<file path="src/rtl/dma_irq_pkg.sv">
package dma_irq_pkg;

  localparam int NUM_KIND = 3;

  typedef enum logic [1:0] {
    EV_TFR = 2'd0,
    EV_BLK = 2'd1,
    EV_ERR = 2'd2
  } ev_kind_e;

  typedef enum logic [1:0] {
    GRP_RAW  = 2'd0,
    GRP_STAT = 2'd1,
    GRP_MASK = 2'd2,
    GRP_CLR  = 2'd3
  } reg_grp_e;

  localparam logic [1:0] SLOT_CHEN = 2'd3;

endpackage

</file>
<file path="src/rtl/dma_irq_status.sv">
module dma_irq_status #(
  parameter int NUM_CH = 5
) (
  input  logic              clk,
  input  logic              rst,
  input  logic [NUM_CH-1:0] ev_i,
  input  logic              mask_wr_i,
  input  logic              clr_wr_i,
  input  logic [NUM_CH-1:0] wdata_i,
  output logic [NUM_CH-1:0] raw_o,
  output logic [NUM_CH-1:0] mask_o,
  output logic [NUM_CH-1:0] stat_o
);

  logic [NUM_CH-1:0] raw_q;
  logic [NUM_CH-1:0] mask_q;
  logic [NUM_CH-1:0] clr_bits;

  assign clr_bits = clr_wr_i ? wdata_i : '0;

  // Event set wins over clear on the same bit.
  always_ff @(posedge clk) begin
    if (rst) begin
      raw_q <= '0;
    end else begin
      raw_q <= (raw_q & ~clr_bits) | ev_i;
    end
  end

  always_ff @(posedge clk) begin
    if (rst) begin
      mask_q <= '0;
    end else if (mask_wr_i) begin
      mask_q <= wdata_i;
    end
  end

  assign raw_o  = raw_q;
  assign mask_o = mask_q;
  assign stat_o = raw_q & mask_q;

  for (genvar i = 0; i < NUM_CH; i++) begin : g_chk
    assert_event_sets_R1: assert property (@(posedge clk) disable iff (rst)
      ev_i[i] |=> raw_q[i]);
    assert_clear_one_R4: assert property (@(posedge clk) disable iff (rst)
      (clr_wr_i && wdata_i[i] && !ev_i[i]) |=> !raw_q[i]);
    assert_hold_R4: assert property (@(posedge clk) disable iff (rst)
      (!ev_i[i] && !(clr_wr_i && wdata_i[i])) |=> $stable(raw_q[i]));
    assert_event_beats_clear_R5: assert property (@(posedge clk) disable iff (rst)
      (ev_i[i] && clr_wr_i && wdata_i[i]) |=> raw_q[i]);
  end

endmodule

</file>
<file path="src/rtl/dma_irq_chen.sv">
module dma_irq_chen #(
  parameter int NUM_CH = 5,
  parameter int CH_W   = 3
) (
  input  logic              clk,
  input  logic              rst,
  input  logic              en_wr_i,
  input  logic [NUM_CH-1:0] wdata_i,
  input  logic              err_vld_i,
  input  logic [CH_W-1:0]   err_ch_i,
  output logic [NUM_CH-1:0] err_hit_o,
  output logic [NUM_CH-1:0] en_o
);

  logic [NUM_CH-1:0] err_hit;
  logic [NUM_CH-1:0] en_q;
  logic [NUM_CH-1:0] en_nxt;

  // Decode of the failing channel; codes at or above NUM_CH match nothing.
  for (genvar i = 0; i < NUM_CH; i++) begin : g_dec
    assign err_hit[i] = err_vld_i && (err_ch_i == CH_W'(i));
  end

  always_comb begin
    en_nxt = en_wr_i ? wdata_i : en_q;
    en_nxt = en_nxt & ~err_hit;
  end

  always_ff @(posedge clk) begin
    if (rst) begin
      en_q <= '0;
    end else begin
      en_q <= en_nxt;
    end
  end

  assign err_hit_o = err_hit;
  assign en_o      = en_q;

  always_comb begin
    assert_one_abort_R6: assert ($onehot0(err_hit));
  end

  for (genvar i = 0; i < NUM_CH; i++) begin : g_chk
    assert_abort_clears_R6: assert property (@(posedge clk) disable iff (rst)
      err_hit[i] |=> !en_q[i]);
    assert_no_self_enable_R7: assert property (@(posedge clk) disable iff (rst)
      (!en_wr_i && !err_hit[i]) |=> $stable(en_q[i]));
  end

endmodule

</file>
<file path="src/rtl/dma_irq_regif.sv">
module dma_irq_regif
  import dma_irq_pkg::*;
#(
  parameter int NUM_CH = 5,
  parameter int ADDR_W = 4
) (
  input  logic                             clk,
  input  logic                             rst,
  input  logic                             reg_wr_i,
  input  logic                             reg_rd_i,
  input  logic [ADDR_W-1:0]                reg_addr_i,
  input  logic [NUM_KIND-1:0][NUM_CH-1:0]  raw_i,
  input  logic [NUM_KIND-1:0][NUM_CH-1:0]  stat_i,
  input  logic [NUM_KIND-1:0][NUM_CH-1:0]  mask_i,
  input  logic [NUM_CH-1:0]                en_i,
  output logic [NUM_KIND-1:0]              mask_wr_o,
  output logic [NUM_KIND-1:0]              clr_wr_o,
  output logic                             en_wr_o,
  output logic [NUM_CH-1:0]                rdata_o
);

  logic       in_map;
  reg_grp_e   grp;
  logic [1:0] slot;
  logic [NUM_CH-1:0] rd_word;
  logic [NUM_CH-1:0] rdata_q;

  if (ADDR_W > 4) begin : g_hi
    assign in_map = ~|reg_addr_i[ADDR_W-1:4];
  end else begin : g_nohi
    assign in_map = 1'b1;
  end

  assign grp  = reg_grp_e'(reg_addr_i[3:2]);
  assign slot = reg_addr_i[1:0];

  for (genvar k = 0; k < NUM_KIND; k++) begin : g_wdec
    assign mask_wr_o[k] = reg_wr_i && in_map && (grp == GRP_MASK) && (slot == 2'(k));
    assign clr_wr_o[k]  = reg_wr_i && in_map && (grp == GRP_CLR)  && (slot == 2'(k));
  end
  assign en_wr_o = reg_wr_i && in_map && (grp == GRP_MASK) && (slot == SLOT_CHEN);

  always_comb begin
    rd_word = '0;
    if (in_map) begin
      for (int k = 0; k < NUM_KIND; k++) begin
        if (slot == 2'(k)) begin
          case (grp)
            GRP_RAW:  rd_word = raw_i[k];
            GRP_STAT: rd_word = stat_i[k];
            GRP_MASK: rd_word = mask_i[k];
            default:  rd_word = '0;
          endcase
        end
      end
      if (grp == GRP_MASK && slot == SLOT_CHEN) begin
        rd_word = en_i;
      end
    end
  end

  always_ff @(posedge clk) begin
    if (rst) begin
      rdata_q <= '0;
    end else if (reg_rd_i) begin
      rdata_q <= rd_word;
    end
  end

  assign rdata_o = rdata_q;

  assert_clr_reads_zero_R8: assert property (@(posedge clk) disable iff (rst)
    (reg_rd_i && grp == GRP_CLR) |=> (rdata_q == '0));
  assert_rdata_holds_R8: assert property (@(posedge clk) disable iff (rst)
    !reg_rd_i |=> $stable(rdata_q));
  always_comb begin
    assert_single_write_target_R8: assert ($onehot0({mask_wr_o, clr_wr_o, en_wr_o}));
  end

endmodule

</file>
<file path="src/rtl/dma_irq_ctrl.sv">
module dma_irq_ctrl
  import dma_irq_pkg::*;
#(
  parameter  int NUM_CH = 5,
  parameter  int ADDR_W = 4,
  localparam int CH_W   = (NUM_CH > 1) ? $clog2(NUM_CH) : 1
) (
  input  logic              clk,
  input  logic              rst,
  input  logic [NUM_CH-1:0] ev_tfr_i,
  input  logic [NUM_CH-1:0] ev_blk_i,
  input  logic              bus_err_i,
  input  logic [CH_W-1:0]   err_ch_i,
  input  logic              reg_wr_i,
  input  logic              reg_rd_i,
  input  logic [ADDR_W-1:0] reg_addr_i,
  input  logic [NUM_CH-1:0] reg_wdata_i,
  output logic [NUM_CH-1:0] reg_rdata_o,
  output logic              irq_o,
  output logic [NUM_CH-1:0] ch_en_o
);

  logic [NUM_KIND-1:0][NUM_CH-1:0] ev_vec;
  logic [NUM_KIND-1:0][NUM_CH-1:0] raw;
  logic [NUM_KIND-1:0][NUM_CH-1:0] stat;
  logic [NUM_KIND-1:0][NUM_CH-1:0] mask;
  logic [NUM_KIND-1:0]             mask_wr;
  logic [NUM_KIND-1:0]             clr_wr;
  logic                            en_wr;
  logic [NUM_CH-1:0]               err_hit;
  logic [NUM_CH-1:0]               en;
  logic                            irq_q;

  assign ev_vec[EV_TFR] = ev_tfr_i;
  assign ev_vec[EV_BLK] = ev_blk_i;
  assign ev_vec[EV_ERR] = err_hit;

  dma_irq_regif #(.NUM_CH(NUM_CH), .ADDR_W(ADDR_W)) u_regif (
    .clk        (clk),
    .rst        (rst),
    .reg_wr_i   (reg_wr_i),
    .reg_rd_i   (reg_rd_i),
    .reg_addr_i (reg_addr_i),
    .raw_i      (raw),
    .stat_i     (stat),
    .mask_i     (mask),
    .en_i       (en),
    .mask_wr_o  (mask_wr),
    .clr_wr_o   (clr_wr),
    .en_wr_o    (en_wr),
    .rdata_o    (reg_rdata_o)
  );

  dma_irq_chen #(.NUM_CH(NUM_CH), .CH_W(CH_W)) u_chen (
    .clk       (clk),
    .rst       (rst),
    .en_wr_i   (en_wr),
    .wdata_i   (reg_wdata_i),
    .err_vld_i (bus_err_i),
    .err_ch_i  (err_ch_i),
    .err_hit_o (err_hit),
    .en_o      (en)
  );

  for (genvar k = 0; k < NUM_KIND; k++) begin : g_kind
    dma_irq_status #(.NUM_CH(NUM_CH)) u_status (
      .clk       (clk),
      .rst       (rst),
      .ev_i      (ev_vec[k]),
      .mask_wr_i (mask_wr[k]),
      .clr_wr_i  (clr_wr[k]),
      .wdata_i   (reg_wdata_i),
      .raw_o     (raw[k]),
      .mask_o    (mask[k]),
      .stat_o    (stat[k])
    );
  end

  always_ff @(posedge clk) begin
    if (rst) begin
      irq_q <= 1'b0;
    end else begin
      irq_q <= |stat;
    end
  end

  assign irq_o   = irq_q;
  assign ch_en_o = en;

  assert_irq_rises_R3: assert property (@(posedge clk) disable iff (rst)
    (|stat) |=> irq_q);
  assert_irq_quiet_R3: assert property (@(posedge clk) disable iff (rst)
    !(|stat) |=> !irq_q);
  assert_err_raw_R6: assert property (@(posedge clk) disable iff (rst)
    (bus_err_i && err_ch_i < CH_W'(NUM_CH)) |=> (|raw[EV_ERR]));

endmodule

</file>
<file path="config.mk">
export PLATFORM = sky130hd
export DESIGN_NAME = dma_irq_ctrl
export DESIGN_NICKNAME = d
export VERILOG_FILES = /design/src/rtl/dma_irq_pkg.sv /design/src/rtl/dma_irq_status.sv /design/src/rtl/dma_irq_chen.sv /design/src/rtl/dma_irq_regif.sv /design/src/rtl/dma_irq_ctrl.sv
export SDC_FILE = /design/constraint.sdc
export NUM_CORES = 1
export LEC_CHECK = 0
export CAP_MARGIN = 25
export CORE_MARGIN = 2
export CORE_UTILIZATION = 46
export CTS_CLUSTER_SIZE = 30
export DETAILED_ROUTE_END_ITERATION = 12
export GPL_TIMING_DRIVEN = 0
export HOLD_SLACK_MARGIN = 0.05
export PLACE_DENSITY_LB_ADDON = 0.08
export SLEW_MARGIN = 20
export SYNTH_ARGS = -nofsm -noshare
export SYNTH_HDL_FRONTEND = slang
export SYNTH_SLANG_ARGS = --single-unit
export TNS_END_PERCENT = 5
</file>
<file path="constraint.sdc">
create_clock -name clk -period 1.2 [get_ports clk]
set_input_delay 0.3 -clock clk [delete_from_list [all_inputs] [get_ports clk]]
set_output_delay 0.3 -clock clk [all_outputs]
set_load 0.005 [all_outputs]
</file>
==> results.json <==
{
  "dp_hpwl_um": 4340,
  "dpl_cell_area_sq_um": 2420,
  "r2r.worst_path.cells": 3,
  "max_freq_mhz": 776,
  "hold_viol": 0,
  "core-area_sq_um": 4090,
  "reg2reg_slack_ns": -0.09,
  "synth.most_common_cell": "dfxtp_1",
  "grt_pass1_wl_um": 10200,
  "avgRoutedWirePerCell_um": 18.4,
  "viasPerCell": 6.17,
  "synth.area.top_cells": "dfxtp_1 (41%), mux2i_1 (9.1%), nor2_1 (7.2%)",
  "ant_nets": 0,
  "syn_to_final_growth_pct": 44.9,
  "setup_viol": 4,
  "rsz0062_at_grt": "yes",
  "grt_pass1_vias": 1972,
  "drv_slew": 0,
  "groute.usage.overall": 0.264,
  "synth_warnings": 0,
  "worstSkewPairLatency_ns": 0.29,
  "syn_inst": 242,
  "wl_um": 6440,
  "drt_iter0_drc": 207,
  "ys_top_cells_by_count": "dfxtp_1 (41), nor2_1 (38), nand2_1 (28), mux2i_1 (18), a21oi_1 (17)",
  "route.vias.total": 2155,
  "post-place-ws_ns": -1.09,
  "drcViolationCount": 0,
  "fin_crit_sh": 1.07,
  "maxCapViolCount": 0,
  "final_nets": 325,
  "gp_congestion": 0.981,
  "crit_arrival_ns": 1.45,
  "n_antenna_cell": 0,
  "hp-class": "input pin to flop",
  "maxSlewHeadroom": 0.666,
  "cp_max_fo": 4,
  "setup_ws_ns": -0.0891,
  "fin_area_sq_um": 2880,
  "syn_area_sq_um": 1990,
  "grt_max_degree": 13,
  "syn_nets": 269,
  "stdcell_count": 349,
  "synth_edf_count": 0,
  "start_util": 0.487,
  "synth.distinct_cells": 36,
  "die_w_um": 69.8,
  "die_h_um": 69.8,
  "leakage_nw": 1.15,
  "violations": "setup timing",
  "antenna_found_initial": 0,
  "ios": 38,
  "fin_skew_ns": 0.00500,
  "critPathLaunchType": "flop",
  "drive_above_1_share": 0.264,
  "htree_levels": 2,
  "seq_area_frac_synth": 0.412,
  "power_density_nw_per_um2": 1010,
  "clk_path_buf_depth": 2,
  "synth_top_cell_by_area": "dfxtp_1",
  "finalPower_mw": 2.91,
  "ys.flop_type": "dfxtp_1",
  "cp-end-kind": "flop",
  "drt-pass1-iter-count": 5,
  "peakVddDrop_uv": 683,
  "cts.sinks": 41,
  "holdPathStages": 2,
  "holdWs_ns": 0.271,
  "synth.top_cell.area_share": 0.412,
  "clk_pin_slew_worst_paths_ns": 0.08,
  "numCtsBuffers": 5,
  "required_ns": 1.36,
  "overflow": 0,
  "syn_area_per_cell_sq_um": 8.23,
  "synth-async-reset-ratio": 0,
  "fillCellCount": 316,
  "rows": 23,
  "tightest_slew_ns": 0.501,
  "cts_tree": "done",
  "worstSetupPathType": "flop to flop",
  "period_minus_slack_ns": 1.29,
  "run_status": "finished, violations left",
  "port_buffers": 36,
  "dieArea_sq_um": 4870,
  "synth-seq-cells": 41,
  "dp_cells": 328,
  "clock-root-buffer": "clkbuf_8"
}
[sequential cells by signal (all words and copies together), names as in the netlist]
register,cells
g_kind.u_status.mask_o,15
g_kind.u_status.raw_o,15
irq_o,1
u_chen.en_o,5
u_regif.rdata_o,5
[timing repair]
action                     in CTS  in global routing
hold buffers                    0                  0
resized for setup              66                 62
gates cloned                    1                  1
setup endpoints to repair      52                 46
buffers inserted                5                  6
pin swaps                       7                 17
[through the flow]
step / setup TNS (ns) / utilization
floorplan: -0.713 / -
global placement: -35.09 / 0.591
detailed placement: -34.55 / 0.591
CTS: -1.17 / 0.656
global route: -0.281 / 0.706
finish: -0.213 / 0.706
[layer usage]
metal	up-vias	GRT usage	routed length, um
li1	1007	-	-
met1	1014	0.385	2880
met2	114	0.386	2910
met3	20	0.0581	509
met4	0	0.0855	137
met5	-	0	0
[cell usage in the layout (no fill, tap or decap), types with 7 or more instances in the layout]
master,n
buf_4,12
a21oi_1,15
a32oi_1,7
nand3_1,8
clkbuf_8,7
mux2i_1,17
nor2_1,33
nand2_1,26
clkdlybuf4s50_1,15
o21ai_0,9
dfxtp_1,27
dfxtp_2,13
[report_power, final]
part / internal (mW) / switching [mW] / total (mW)
Sequential: 1.41 / 0.0500 / 1.46
Clock: 0.519 / 0.459 / 0.978
Combinational: 0.230 / 0.248 / 0.478
Total: 2.16 / 0.757 / 2.91
[final cells by class]
type / count / area [sq um] / area share
repair buffers: 49 / 485 / 0.168
flip-flops and latches: 41 / 841 / 0.292
multi-input cells: 186 / 1280 / 0.445
plain buffers: 11 / 95.1 / 0.0330
clock inverters: 1 / 5.00 / 0.00174
well taps: 50 / 62.6 / 0.0217
clock buffers: 7 / 96.3 / 0.0334
inverters: 4 / 15.0 / 0.00521
[kinds of logic after synthesis]
| logic type | count (synthesis) | share of synthesized area |
|---|---|---|
| flip-flops | 41 | 0.412 |
| AO/OA/AOI/OAI | 70 | 0.237 |
| AND/OR/NAND/NOR | 98 | 0.226 |
| multiplexers | 18 | 0.0905 |
| buffers and inverters | 15 | 0.0339 |
[final timing paths]
| path | startpoint | end |
|---|---|---|
| hold reg to reg | u_regif.rdata_o[0] | u_regif.rdata_o[0] |
| setup / recovery | g_kind[1].u_status.raw_o[2] | irq_o |
| hold / removal | bus_err_i | u_chen.en_o[4] |
| setup reg to reg | g_kind[1].u_status.raw_o[2] | irq_o |
[critical path, cell delays in order, from the launching register on]
cell and delay [ns]:
dfxtp_2 0.34, a222oi_1 0.47, and3_1 0.24, a31oi_2 0.10
Note: power is estimated with default switching activity, not from simulation.
